===== src/rtl/dskfs_pkg.sv =====
package dskfs_pkg;

   // Sub-select codes shared by decode and checks
   localparam logic [1:0] SEL_GRP0 = 2'd0;
   localparam logic [1:0] SEL_GRP1 = 2'd1;
   localparam logic [1:0] SEL_GRP2 = 2'd2;

   // One decoded pulse may assert several operations at once
   typedef struct packed {
      logic clr_flags;
      logic skip_q;
      logic clr_all;
      logic rd_stat;
      logic ld_stat;
   } fs_op_t;

endpackage


===== src/rtl/dskfs_decode.sv =====
module dskfs_decode
   import dskfs_pkg::*;
(
   input  logic [2:0] pulse_i,
   input  logic [1:0] sel_i,
   output fs_op_t     op_o
);

   always_comb begin
      op_o           = '0;
      op_o.clr_flags = pulse_i[0] && (sel_i == SEL_GRP0);
      op_o.skip_q    = pulse_i[0] && (sel_i == SEL_GRP1);
      op_o.clr_all   = pulse_i[0] && (sel_i == SEL_GRP2);
      op_o.rd_stat   = pulse_i[1] && (sel_i == SEL_GRP1);
      op_o.ld_stat   = pulse_i[2] && (sel_i == SEL_GRP2);
   end

endmodule


===== src/rtl/dskfs_core.sv =====
module dskfs_core #(
   parameter int STAT_W = 18,
   parameter int ZERO_W = 9,
   parameter int ERR_N  = 4,
   localparam int FLAG_W = ERR_N + 1
) (
   input  logic              clk,
   input  logic              rst,
   input  logic              clr_flags_i,
   input  logic              clr_all_i,
   input  logic              ld_stat_i,
   input  logic [STAT_W-1:0] wdata_i,
   input  logic [FLAG_W-1:0] flag_set_i,
   output logic [STAT_W-1:0] stat_o,
   output logic              ld_busy_o,
   output logic              irq_o
);

   localparam int SUM_B  = STAT_W - 1;
   localparam int ERR_HI = STAT_W - 2;
   localparam int ERR_LO = STAT_W - 1 - ERR_N;
   localparam int DONE_B = ERR_LO - 1;
   localparam int IE_B   = DONE_B - 1;
   localparam int BSY_B  = IE_B - 1;
   localparam int WR_B   = BSY_B - 1;
   localparam logic [STAT_W-1:0] ONE       = 1;
   localparam logic [STAT_W-1:0] CTL_MASK  = (ONE << IE_B) | (ONE << BSY_B) | (ONE << WR_B);
   localparam logic [STAT_W-1:0] ZERO_MASK = (ONE << ZERO_W) - ONE;

   if (WR_B != ZERO_W) begin : g_bad_layout
      $error("dskfs_core: STAT_W must equal ZERO_W + ERR_N + 5");
   end
   if (ERR_N < 1) begin : g_bad_errn
      $error("dskfs_core: ERR_N must be at least 1");
   end

   logic [STAT_W-1:0] stat_q;
   logic [STAT_W-1:0] s_clr, s_ld, s_flg, stat_d;
   logic [ERR_N-1:0]  err_vec;

   // Stage 1: clear operations
   always_comb begin
      s_clr = stat_q;
      if (clr_flags_i) s_clr[SUM_B:DONE_B] = '0;
      if (clr_all_i)   s_clr = '0;
   end

   // Stage 2: XOR load over the surviving control bits
   always_comb begin
      s_ld = s_clr;
      if (ld_stat_i) s_ld = (s_clr & CTL_MASK) ^ (wdata_i & ~ZERO_MASK);
   end

   assign ld_busy_o = s_ld[BSY_B];

   // Stage 3: external flag events land after the pulse operation
   always_comb begin
      s_flg                 = s_ld;
      s_flg[ERR_HI:DONE_B]  = s_ld[ERR_HI:DONE_B] | flag_set_i;
   end

   // Error summary gathered flag by flag
   for (genvar gi = 0; gi < ERR_N; gi++) begin : g_err
      assign err_vec[gi] = s_flg[ERR_LO + gi];
   end

   // Stage 4: normalization
   always_comb begin
      stat_d               = s_flg;
      stat_d[ZERO_W-1:0]   = '0;
      stat_d[SUM_B]        = |err_vec;
      if (s_flg[DONE_B]) stat_d[BSY_B] = 1'b0;
   end

   always_ff @(posedge clk) begin
      if (rst) stat_q <= '0;
      else     stat_q <= stat_d;
   end

   assign stat_o = stat_q;
   assign irq_o  = stat_q[IE_B] && (stat_q[SUM_B] || stat_q[DONE_B]);

   // low field never holds ones
   a_r1_low_zero: assert property (@(posedge clk) disable iff (rst)
      stat_q[ZERO_W-1:0] == '0);
   // summary tracks the individual error flags
   a_r7_summary: assert property (@(posedge clk) disable iff (rst)
      stat_q[SUM_B] == (|stat_q[ERR_HI:ERR_LO]));
   // completion and busy never coexist
   a_r8_done_drops_busy: assert property (@(posedge clk) disable iff (rst)
      stat_q[DONE_B] |-> !stat_q[BSY_B]);
   // a done event is visible on the next cycle
   a_r12_done_sticks: assert property (@(posedge clk) disable iff (rst)
      (!$past(rst) && $past(flag_set_i[0])) |-> stat_q[DONE_B]);
   // an error event raises the summary next cycle
   a_r12_err_sticks: assert property (@(posedge clk) disable iff (rst)
      (!$past(rst) && $past(flag_set_i[FLAG_W-1])) |-> stat_q[SUM_B]);
   // reset leaves the word empty
   a_r13_reset_clear: assert property (@(posedge clk) disable iff (rst)
      $past(rst) |-> (stat_q == '0));

endmodule


===== src/rtl/dskfs_strobe.sv =====
module dskfs_strobe #(
   parameter bit STROBE_REG = 1'b1
) (
   input  logic clk,
   input  logic rst,
   input  logic ld_fire_i,
   input  logic ld_busy_i,
   input  logic active_i,
   output logic start_o,
   output logic cancel_o
);

   logic start_d, cancel_d;

   assign start_d  = ld_fire_i && ld_busy_i && !active_i;
   assign cancel_d = ld_fire_i && !ld_busy_i && active_i;

   if (STROBE_REG) begin : g_reg
      logic start_q, cancel_q;
      always_ff @(posedge clk) begin
         if (rst) begin
            start_q  <= 1'b0;
            cancel_q <= 1'b0;
         end else begin
            start_q  <= start_d;
            cancel_q <= cancel_d;
         end
      end
      assign start_o  = start_q;
      assign cancel_o = cancel_q;

      // a start follows a busy load while idle
      a_r10_start_cause: assert property (@(posedge clk) disable iff (rst)
         start_o |-> ($past(ld_fire_i) && $past(ld_busy_i) && !$past(active_i)));
      // a cancel follows a non-busy load while active
      a_r11_cancel_cause: assert property (@(posedge clk) disable iff (rst)
         cancel_o |-> ($past(ld_fire_i) && !$past(ld_busy_i) && $past(active_i)));
   end else begin : g_comb
      assign start_o  = start_d;
      assign cancel_o = cancel_d;
   end

   // the two strobes are exclusive
   a_r11_exclusive: assert property (@(posedge clk) disable iff (rst)
      !(start_o && cancel_o));

endmodule


===== src/rtl/dskfs_ctrl.sv =====
module dskfs_ctrl #(
   parameter int STAT_W       = 18,
   parameter int ZERO_W       = 9,
   parameter int ERR_N        = 4,
   parameter bit RD_ZERO_IDLE = 1'b1,
   parameter bit STROBE_REG   = 1'b1,
   localparam int FLAG_W = ERR_N + 1
) (
   input  logic              clk,
   input  logic              rst,
   input  logic [2:0]        pulse_i,
   input  logic [1:0]        sel_i,
   input  logic [STAT_W-1:0] wdata_i,
   input  logic [FLAG_W-1:0] flag_set_i,
   input  logic              xfer_active_i,
   output logic [STAT_W-1:0] rdata_o,
   output logic              skip_o,
   output logic              irq_o,
   output logic              start_o,
   output logic              cancel_o
);
   import dskfs_pkg::*;

   localparam int SUM_B  = STAT_W - 1;
   localparam int DONE_B = STAT_W - 2 - ERR_N;

   fs_op_t            op;
   logic [STAT_W-1:0] stat;
   logic              ld_busy;

   dskfs_decode u_decode (
      .pulse_i (pulse_i),
      .sel_i   (sel_i),
      .op_o    (op)
   );

   dskfs_core #(
      .STAT_W (STAT_W),
      .ZERO_W (ZERO_W),
      .ERR_N  (ERR_N)
   ) u_core (
      .clk         (clk),
      .rst         (rst),
      .clr_flags_i (op.clr_flags),
      .clr_all_i   (op.clr_all),
      .ld_stat_i   (op.ld_stat),
      .wdata_i     (wdata_i),
      .flag_set_i  (flag_set_i),
      .stat_o      (stat),
      .ld_busy_o   (ld_busy),
      .irq_o       (irq_o)
   );

   dskfs_strobe #(
      .STROBE_REG (STROBE_REG)
   ) u_strobe (
      .clk       (clk),
      .rst       (rst),
      .ld_fire_i (op.ld_stat),
      .ld_busy_i (ld_busy),
      .active_i  (xfer_active_i),
      .start_o   (start_o),
      .cancel_o  (cancel_o)
   );

   assign skip_o = op.skip_q && (stat[SUM_B] || stat[DONE_B]);

   if (RD_ZERO_IDLE) begin : g_rd_gated
      assign rdata_o = op.rd_stat ? stat : '0;
   end else begin : g_rd_open
      assign rdata_o = stat;
   end

   // skip only answers a skip query
   a_r3_skip_only_on_query: assert property (@(posedge clk) disable iff (rst)
      skip_o |-> (pulse_i[0] && (sel_i == SEL_GRP1)));
   // interrupt request needs an event flag
   a_r9_irq_has_cause: assert property (@(posedge clk) disable iff (rst)
      irq_o |-> (stat[SUM_B] || stat[DONE_B]));

endmodule


===== config.mk =====
export PLATFORM = sky130hd
export DESIGN_NAME = dskfs_ctrl
export DESIGN_NICKNAME = d
export VERILOG_FILES = /design/src/rtl/dskfs_pkg.sv /design/src/rtl/dskfs_decode.sv /design/src/rtl/dskfs_core.sv /design/src/rtl/dskfs_strobe.sv /design/src/rtl/dskfs_ctrl.sv
export SDC_FILE = /design/constraint.sdc
export NUM_CORES = 1
export LEC_CHECK = 0
export BUFFER_PORTS_ARGS = -buffer_cell sky130_fd_sc_hd__buf_4
export CAP_MARGIN = 0
export CORE_MARGIN = 2
export CORE_UTILIZATION = 30
export DETAILED_ROUTE_END_ITERATION = 7
export SLEW_MARGIN = 10
export SYNTH_ARGS = -nofsm -noshare
export SYNTH_HDL_FRONTEND = slang
export SYNTH_HIERARCHICAL = 1
export SYNTH_SLANG_ARGS = --single-unit

===== constraint.sdc =====
create_clock -name clk -period 1.7 [get_ports clk]
set_input_delay 0.255 -clock clk [delete_from_list [all_inputs] [get_ports clk]]
set_output_delay 0.255 -clock clk [all_outputs]
set_load 0.02 [all_outputs]

======== Word level (Yosys, flattened, before mapping) ========
Index checks and enable logic that the tools add are counted.
cells by class
  eq/ne operators ......................... 2
  multiplexer cells ....................... 4
  bitwise logic cells ..................... 2
  reduce and logical (&&, ||, !) cells .... 17
operator list
  cell                                                 number
  2-to-1 mux 17 bit                                    2
  2-to-1 mux 18 bit                                    1
  bitwise XOR 12 x 17 -> 17 bit                        1
  logical AND 1 bit                                    11
  2-to-1 mux 5 bit                                     1
  bitwise OR 5 bit                                     1
  OR reduction 4 bit                                   1
  equality test 2 x 1 -> 1 bit, second input constant  1
  equality test 2 bit, second input constant           1
  zero test 1 bit                                      2
  zero test 2 bit                                      1
  OR reduction 2 bit                                   1
  logical OR 1 bit                                     1
word-level totals
  bits in registers ....................... 20
  input port bits ......................... 31
  word-level logic and storage cells ...... 30

======== Longest topological paths before layout ========
Gate-level depths: netlist of run 1.
  depth in word-level cells ............... 9
  gate-level depth with buffers ........... 5
  gate-level depth less buffers ........... 4

======== Hierarchy ========
The synthesis of run 1 kept the hierarchy.
modules (own cells, without submodules)
  module        instances  cells an instance  area each (µm²)
  dskfs_core    1          50                 518.0
  dskfs_ctrl    1          20                 148.9
  dskfs_strobe  1          4                  65.1
  dskfs_decode  1          5                  42.5

======== Worst setup path before layout of run 1 ========
Ideal clock, no wire load.
  path kind ............................... input to register
  from .................................... input sel_i[0]
  to ...................................... register u_core.stat_q[17], in the netlist u_core/stat_o[17]
  library setup time ...................... 0.137 ns
  arrival time ............................ 1.243 ns
  data required time ...................... 1.563 ns
  slack ................................... 0.321 ns
  cell stages on the path ................. 4
  path buffers ............................ 0
  cells stage by stage .................... nor3b_1 > nor4b_2 > a211oi_2 > a41oi_2
between the ends
  longest elaborated chain between the ends .. 7
  elaborated cells on any way between the ends .. 10
  those cells by class .................... 1 x eq/ne; 3 x mux; 1 x bitwise; 5 x reduce/logical
RTL lines
  what                    line                text
  start: declaration      dskfs_ctrl.sv:12    input logic [1:0] sel_i,
  zero test 2 bit         dskfs_decode.sv:11  op_o.clr_flags = pulse_i[0] && (sel_i == SEL_GRP0);
  logical AND 1 bit       dskfs_decode.sv:11
  2-to-1 mux 5 bit        dskfs_core.sv:44    if (clr_flags_i) s_clr[SUM_B:DONE_B] = '0;
  2-to-1 mux 17 bit       dskfs_core.sv:45    if (clr_all_i) s_clr = '0;
  2-to-1 mux 17 bit (*)   dskfs_core.sv:51    if (ld_stat_i) s_ld = (s_clr & CTL_MASK) ^ (wdata_i & ~ZERO_MASK);
  bitwise OR 5 bit (*)    dskfs_core.sv:59    s_flg[ERR_HI:DONE_B] = s_ld[ERR_HI:DONE_B] | flag_set_i;
  OR reduction 4 bit (*)  dskfs_core.sv:71    stat_d[SUM_B] = |err_vec;
  end signal: assignment  dskfs_core.sv:77    else stat_q <= stat_d;
  end: declaration        dskfs_core.sv:37    logic [STAT_W-1:0] stat_q;
Mark *: on every way between the ends. The rest lies on a longest branch, timed or not.
A chain may end at the register's enable or synchronous reset.

==> results of run 1 <==
## metrics by stage
| step | instances | worst slack (ns) | hold slack (ns) |
|---|---|---|---|
| 3_3_place_gp | 142 | 0.189 | 0.488 |
| 2_1_floorplan | 87 | 0.321 | 0.386 |
| 4_1_cts | 146 | 0.276 | 0.213 |
| 6_report | 146 | 0.306 | 0.222 |
| 5_1_grt | 146 | 0.223 | 0.210 |
| 3_5_place_dp | 142 | 0.196 | 0.493 |
## layout make-up
type | count | area (sq um) | area share (%)
Multi-Input combinational cell | 64 | 490 | 46.6
Timing Repair Buffer | 37 | 278 | 26.4
Sequential cell | 11 | 220 | 20.9
Tap cell | 30 | 37.5 | 3.57
Clock buffer | 4 | 26.3 | 2.50
## power groups by stage
| stage | sequential, uW | clock, uW | combinational, uW |
|---|---|---|---|
| floorplan | 281 | 0 | 95.4 |
| global placement | 283 | 0 | 138 |
| detailed placement | 284 | 0 | 141 |
| CTS | 278 | 184 | 141 |
| global route | 280 | 197 | 154 |
| finish | 277 | 175 | 140 |
## routing by layer
layer / wire length [um] / GRT usage, % / vias up / part of all wire [%]
li1: - / - / 323 / -
met1: 725 / 14.8 / 274 / 44
met2: 799 / 20.8 / 27 / 48
met3: 139 / 1.91 / 0 / 8.4
met4: 0 / 6.25 / 0 / 0
met5: 0 / 0 / - / 0
## critical path: stages
cell,delay [ns]
buf_4,0.12
and3b_1,0.29
buf_4,0.19
and2_2,0.15
buf_4,0.13
## cells in the final DEF (no fill, tap or decap)
| cell type | count |
|---|---|
| nor4b_2 | 4 |
| nor2b_1 | 1 |
| and4bb_2 | 2 |
| a211oi_2 | 4 |
| a211oi_1 | 1 |
| nand2_2 | 1 |
| dfxtp_1 | 11 |
| xnor2_1 | 2 |
| xnor2_2 | 1 |
| o21a_1 | 2 |
| buf_4 | 37 |
| conb_1 | 9 |
| clkbuf_4 | 3 |
| nand2b_1 | 2 |
| and3b_1 | 5 |
| nor3b_1 | 1 |
| nor4b_1 | 1 |
| and2_2 | 14 |
| a41oi_2 | 1 |
| and2_1 | 4 |
| nand2_1 | 2 |
| clkbuf_1 | 1 |
| nor2_1 | 7 |
## state kept, by name, indices dropped and copies added (netlist names)
| name | flops |
|---|---|
| u_strobe/cancel_o | 1 |
| u_core/stat_o | 9 |
| u_strobe/start_o | 1 |
## worst max path at each step
stage / endpoint / slack (ns) / cells after the start
after floorplan: u_core/stat_o[17] / 0.32 / 4
after global placement: u_strobe/cancel_o / 0.19 / 5
after detailed placement: u_strobe/cancel_o / 0.20 / 5
after CTS: rdata_o[15] / 0.28 / 5
after global routing: rdata_o[16] / 0.22 / 5
final: rdata_o[15] / 0.31 / 5
## cells by family after synthesis
kind of cell           synth area share [%]
AND/OR/NAND/NOR                        43.1
buffers and inverters                  12.1
flip-flops                             28.4
AO/OA/AOI/OAI                          11.5
XOR/XNOR                               4.36
other                                 0.484
==> impl_metrics.csv, run 1 <==
group,metric,value,unit
clock_tree,cts_tree,"done",
clock_tree,h-tree-depth,1,
floorplanning,core_region_area,2450,sq um
worst_setup_path,r2r_slack,0.64,ns
min_path,hold_class,"primary input to flop",
sta,skew,0.00113,ns
clock_tree,cts_hold_buf,0,
route,ant_nets,0,
min_path,holdPathEnd,"u_core/stat_o[16]",
power,p_sw_share,26.4,%
global_routing,first_global_vias,611,
power,vdd_drop_max,0.324,mV
min_path,hp-start,"flag_set_i[4]",
clock_tree,cts-buffers-inserted,3,
finish,final_util,42.9,%
sta,slew_violations,0,
floorplanning,die_x,54.8,um
placement,dpl-instance-area,1030,sq um
global_routing,track_usage,12.3,%
clock_tree,root_buffer,"clkbuf_4",
global_routing,antenna_found_initial,0,
sta,setup_viol,0,
route,drt_iter0_markers,14,
yosys,yosysSeqAreaShare,28.4,%
finish,final_area,1050,sq um
sta,rsz0062_at_grt,"no",
power,combinationalPowerShare,23.6,%
global_routing,grt_pass1_wl,2620,um
yosys,syn_area_per_cell,9.80,sq um
floorplanning,initial_utilization,31.5,%
yosys,synth_edf_count,0,
clock_tree,post_cts_buffers,0,
placement,finalWeightedCongestion,0.722,
worst_setup_path,reg2regPathDepth,3,
route,routed-via-count,624,
clock_tree,clock_latency,0.26,ns
yosys,ys_types,23,
sta,setup_tns,0,ns
floorplanning,die_y,54.8,um
power,power_frac_clock,29.5,%
min_path,hold_depth,3,
worst_setup_path,crit_path_end_kind,"primary output",
power,cellLeakagePower,0.000499,uW
placement,portBuffers,33,
finish,final_net_count,148,
power,total_power,592,uW
yosys,yosysTopAreaCellShare,28.4,%
worst_setup_path,arrival,1.14,ns
floorplanning,num_rows,18,
power,p_seq_share,46.9,%
yosys,synth_area_leaders,"dfxtp_1, and2_2, buf_4",
yosys,synth_commonest_cells,"and2_2, dfxtp_1, buf_4",
clock_tree,cts_num_sinks,11,
route,wl_per_cell,11.4,um
finish,num_antenna_cells,0,
finish,num-fill-cells,254,
floorplanning,io_pins,53,
worst_setup_path,path_class,"primary input to primary output",
power,p_int,436,uW
finish,drive_above_1_share,57.8,%
global_routing,overflow,0,
global_routing,grt_max_degree,15,
floorplanning,dieArea,3000,sq um
route,dr.pass1.iters,4,
yosys,ys_ff_latch,11,
route,wirelength,1660,um
sta,period_needed,1.39,ns
worst_setup_path,r2r_start,"u_core/stat_o[12]",
worst_setup_path,start_kind,"primary input",
yosys,synth_most_common_cell,"and2_2",
yosys,netlist_area,774,sq um
yosys,yosysWarnings,6,
route,drc_errors,0,
route,viasPerCell,4.27,
sta,fin_crit_sh,82.0,%
worst_setup_path,worstPathRequired,1.44,ns
power,powerDensity,563,nW/um^2
outcome,status,"finished clean",
placement,hpwl,1350,um
worst_setup_path,reg2reg_to,"u_core/stat_o[10]",
power,power_switching,156,uW
finish,syn_to_final_growth,35.9,%
clock_tree,cts.clk_slew.worst_paths,0.07,ns
yosys,ys_async_sr_fraction,0,%
clock_tree,clockBufferDepth,2,
worst_setup_path,crit_fanout,14,
worst_setup_path,cp-startpoint,"sel_i[1]",
sta,hold_viol,0,
yosys,synth_top_cell_by_area,"dfxtp_1",
sta,fmax,718,MHz
clock_tree,cts.repair.resized,0,
yosys,synth_ff_type,"dfxtp_1",
run,cap_violations,0,
yosys,synthCells,79,
Power figures use the tool's default switching activity.
==> run 2, diff against run 1 <==
==> constraint.sdc (replaced) <==
create_clock -name clk -period 1.2 [get_ports clk]
set_input_delay 0.18 -clock clk [delete_from_list [all_inputs] [get_ports clk]]
set_output_delay 0.18 -clock clk [all_outputs]
set_load 0.02 [all_outputs]
==> run 2 against run 1 <==
  * Design area grew 11%
  * Count of clock-buffer cells in the layout is the same
  * Sequential power grew 42%
  * Combinational power grew 59%
  * Total power grew 48%
  * Core utilization grew 4.5 points
  * Largest cell class unchanged
==> impl_metrics.csv, run 2 (synthesis gave the netlist of run 1 again) <==
group,metric,value,unit
outcome,status,"finished clean",
worst_setup_path,crit_slowest_cell,"and3b_2",
power,total_power,876,uW
clock_tree,clock_latency,0.27,ns
sta,setup_viol,0,
worst_setup_path,arrival,0.95,ns
floorplanning,core_region_area,2450,sq um
global_routing,antenna_found_initial,0,
finish,layout_common_cells,"buf_4, dfxtp_1, buf_6",
route,dr.pass1.iters,2,
power,vdd_drop_max,0.526,mV
global_routing,use_met1,14.8,%
floorplanning,initial_utilization,31.5,%
clock_tree,cts_tree,"done",
global_routing,overflow,0,
placement,hpwl,1390,um
global_routing,grt_util_met2,24.6,%
clock_tree,cts.clk_slew.worst_paths,0.08,ns
worst_setup_path,cpMostUsedCell,"buf_6",
global_routing,grt-busiest-layer,"met2",
worst_setup_path,start_kind,"primary input",
global_routing,grt_max_degree,12,
clock_tree,root_buffer,"clkbuf_4",
worst_setup_path,worstPathRequired,1.02,ns
sta,fmax,884,MHz
worst_setup_path,cp_num_buf_inv,3,
worst_setup_path,crit_fanout,5,
placement,dp_slack,-0.217,ns
route,drc_errors,0,
global_routing,track_usage,13.4,%
sta,fin_crit_sh,94.3,%
finish,syn_to_final_growth,50.2,%
sta,worst_slack,0.0687,ns
sta,holdWs,0.133,ns
worst_setup_path,worstPathCellList,"buf_4 -> and3b_2 -> buf_6 -> and2_4 -> buf_6",
global_routing,first_global_vias,650,
sta,slew_violations,0,
worst_setup_path,crit_path_end_kind,"primary output",
finish,drive_above_1_share,65.3,%
placement,finalWeightedCongestion,0.658,
sta,rsz0062_at_grt,"no",
clock_tree,cts_hold_buf,0,
route,routed-via-count,663,
floorplanning,die_y,54.8,um
clock_tree,cts-buffers-inserted,3,
global_routing,grt_util_met3,2.19,%
sta,skew,0.00346,ns
run,cap_violations,0,
finish,final_common_cell,"buf_4",
floorplanning,num_rows,18,
clock_tree,clockBufferDepth,2,
floorplanning,dieArea,3000,sq um
global_routing,grt_pass1_wl,2840,um
worst_setup_path,slowest_delay,0.27,ns
route,wl_per_cell,11.9,um
finish,final_net_count,153,
min_path,hold_class,"primary input to flop",
route,drt_iter0_markers,8,
floorplanning,die_x,54.8,um
floorplanning,io_pins,53,
finish,largest_register_ffs,9,
finish,num_antenna_cells,0,
power,cellLeakagePower,0.000546,uW
clock_tree,h-tree-depth,1,
power,powerDensity,753,nW/um^2
route,ant_nets,0,
worst_setup_path,critical_path.top_delay_family,"simple AND/OR/NAND/NOR gates",
clock_tree,cts_num_sinks,11,
worst_setup_path,path_class,"primary input to primary output",
sta,hold_viol,0,
placement,portBuffers,33,
route,viasPerCell,4.39,
route,wirelength,1800,um
sta,period_needed,1.13,ns
==> run 2: worst paths after layout <==
kind / startpoint / end / slack [ns] / depth (start not counted)
setup / recovery: sel_i[1] / rdata_o[12] / 0.07 / 5
hold reg to reg: u_core/stat_o[9] / u_core/stat_o[9] / 0.57 / 3
hold / removal: flag_set_i[2] / u_core/stat_o[14] / 0.13 / 3
setup reg to reg: u_core/stat_o[12] / u_core/stat_o[10] / 0.13 / 3
==> run 2: tightest hold or removal path: cells and delay by family <==
family / cells / cell delay [ns]
buffers and inverters: 1 / 0.08
AND/OR/NAND/NOR: 1 / 0.07
AO/OA/AOI/OAI: 1 / 0.04
==> run 2: per-layer routing <==
metal	vias to the layer above	routed length [um]	share of wire, %
met5	-	0	0
met3	2	139	7.7
li1	338	-	-
met2	27	938	52
met1	296	713	40
met4	0	8	0.44
==> run 2: layout make-up <==
cell class,count,area [sq um]
fillers,246,1290
multi-input cells,64,514
repair buffers,42,365
flip-flops and latches,11,220
well taps,30,37.5
clock buffers,4,26.3
==> run 2: repair_timing <==
item | CTS | global route
gates resized for setup | 19 | 3
cloned | 1 | 0
pin swaps | 1 | 1
setup endpoints to repair | 9 | 9
setup buffers | 4 | 0
==> run 2: power breakdown <==
group          total (uW)  switching [uW]  internal [uW]
sequential            394            11.0            383
combinational         222            97.8            124
clock                 259             131            129
==> run 2: stage by stage <==
stage / util, % / setup TNS [ns] / instances / area [sq um]
floorplan: - / 0 / 87 / 811
global placement: 43.5 / -1.60 / 145 / 1070
detailed placement: 43.5 / -1.90 / 145 / 1070
CTS: 48.8 / -0.0611 / 153 / 1200
global route: 47.4 / 0 / 151 / 1160
finish: 47.4 / 0 / 151 / 1160
==> run 3, diff against run 2 <==
--- a/config.mk
+++ b/config.mk
@@ -10,6 +10,7 @@
 export CORE_MARGIN = 2
 export CORE_UTILIZATION = 30
 export DETAILED_ROUTE_END_ITERATION = 7
+export PLACE_DENSITY_LB_ADDON = 0.2
 export SLEW_MARGIN = 10
 export SYNTH_ARGS = -nofsm -noshare
 export SYNTH_HDL_FRONTEND = slang
==> constraint.sdc (replaced) <==
create_clock -name clk -period 1.2 [get_ports clk]
set_input_delay 0.24 -clock clk [delete_from_list [all_inputs] [get_ports clk]]
set_output_delay 0.24 -clock clk [all_outputs]
set_load 0.02 [all_outputs]
==> run 3 against run 2 <==
  * Clock skew down 0.0034 ns
  * Count of clock-buffer cells in the layout is the same
  * Critical path depth did not move
  * Die area stayed put
  * Total power shrank 0.32%
  * Combinational power is 5% higher
  * Cell count grew 1.3%
  * Sequential share of layout area fell by 0.42 points
  * Register-to-register slack about the same
  * Largest power group unchanged
==> impl_metrics.csv, run 3 (synthesis gave the netlist of run 1 again) <==
group,metric,value,unit
sta,fin_crit_sh,99.8,%
worst_setup_path,start_kind,"primary input",
floorplanning,initial_utilization,31.5,%
clock_tree,h-tree-depth,1,
floorplanning,die_x,54.8,um
outcome,status,"finished clean",
floorplanning,num_rows,18,
worst_setup_path,crit_path_end_kind,"primary output",
global_routing,track_usage,13.1,%
placement,hpwl,1330,um
power,powerDensity,725,nW/um^2
clock_tree,cts_num_sinks,11,
finish,num_antenna_cells,0,
global_routing,grt_pass1_wl,2720,um
worst_setup_path,worstPathCellList,"buf_6 -> and3b_2 -> buf_6 -> and2_4 -> buf_6",
sta,setup_tns,0,ns
sta,fmax,835,MHz
route,dr.pass1.iters,4,
finish,final_net_count,155,
finish,num-fill-cells,240,
clock_tree,root_buffer,"clkbuf_4",
run,cap_violations,0,
route,routed-via-count,672,
placement,dpl-instance-area,1080,sq um
clock_tree,clockBufferDepth,2,
power,cellLeakagePower,0.000569,uW
finish,layout_common_cells,"buf_4, buf_6",
route,drc_errors,0,
clock_tree,cts-buffers-inserted,3,
floorplanning,die_y,54.8,um
global_routing,antenna_found_initial,0,
placement,finalWeightedCongestion,0.669,
clock_tree,cts_tree,"done",
clock_tree,cts.clk_slew.worst_paths,0.07,ns
worst_setup_path,cp_num_buf_inv,3,
route,viasPerCell,4.39,
worst_setup_path,crit_slowest_cell,"and3b_2",
clock_tree,cts_hold_buf,0,
sta,slew_violations,0,
sta,period_needed,1.20,ns
floorplanning,core_region_area,2450,sq um
route,drt_iter0_markers,8,
worst_setup_path,crit_fanout,8,
sta,rsz0062_at_grt,"yes",
route,wirelength,1710,um
sta,setup_viol,0,
global_routing,grt_max_degree,12,
min_path,hold_depth,3,
global_routing,overflow,0,
power,vdd_drop_max,0.706,mV
floorplanning,io_pins,53,
sta,hold_viol,0,
placement,portBuffers,33,
finish,final_area,1200,sq um
clock_tree,clock_latency,0.26,ns
worst_setup_path,critical_path.top_delay_family,"simple AND/OR/NAND/NOR gates",
finish,drive_above_1_share,69.1,%
worst_setup_path,path_class,"primary input to primary output",
worst_setup_path,cpMostUsedCell,"buf_6",
worst_setup_path,arrival,0.96,ns
worst_setup_path,reg2regPathDepth,3,
min_path,hold_class,"primary input to flop",
route,wl_per_cell,11.2,um
sta,skew,0.0000546,ns
worst_setup_path,slowest_delay,0.25,ns
worst_setup_path,cp.depth,5,
global_routing,first_global_vias,625,
sta,holdWs,0.201,ns
finish,largest_register_ffs,9,
finish,syn_to_final_growth,55.4,%
route,ant_nets,0,
floorplanning,dieArea,3000,sq um
finish,final_common_cell,"buf_4",
worst_setup_path,worstPathRequired,0.96,ns
==> run 3: changes by cell type in the layout (fill, tap and decap cells not counted), moves of 2 or more <==
| cell | delta |
|---|---|
| buf_4 | -3 |
| dfxtp_1 | -2 |
| dfxtp_2 | +2 |
| buf_6 | +6 |
==> run 3: metal layers <==
layer  GRT usage (%)  share of wire [%]
met2            22.4                 53
met4            3.75               0.70
met1            14.7                 38
met3            5.46                8.1
met5               0                  0
==> run 3: worst paths after layout <==
kind	to	slack, ns	from
min	u_core/stat_o[12]	0.20	flag_set_i[0]
max	rdata_o[14]	0.002	sel_i[1]
max reg2reg	u_strobe/cancel_o	0.14	u_core/stat_o[10]
min reg2reg	u_core/stat_o[9]	0.56	u_core/stat_o[9]
==> run 3: cell type report <==
type	count	area, sq um	area share, %
clock buffers	4	26.3	2.18
repair buffers	44	390	32.4
multi-input cells	64	527	43.8
flip-flops and latches	11	223	18.5
well taps	30	37.5	3.12
==> run 3: through the flow <==
| step | worst slack (ns) | instances | util (%) | power [uW] |
|---|---|---|---|---|
| global route | -0.0408 | 153 | 49.0 | 926 |
| floorplan | 0.000308 | 87 | - | 536 |
| CTS | -0.00775 | 153 | 48.3 | 881 |
| finish | 0.00248 | 153 | 49.0 | 873 |
| global placement | -0.229 | 148 | 44.1 | 611 |
| detailed placement | -0.236 | 148 | 44.1 | 615 |
==> run 3: worst min-delay path, cell delays in order <==
cell and delay (ns):
buf_4 0.08, a211oi_1 0.04, nor2_1 0.07
==> run 3: where the power goes <==
part           switching, uW  internal (uW)
Sequential              10.6            385
Combinational            100            132
Clock                    117            129
Total                    228            645
==> run 3: what timing repair did <==
item,in CTS,in global routing
setup buffers,1,0
pin swaps,2,3
resized for setup,23,6
setup endpoints to repair,9,12
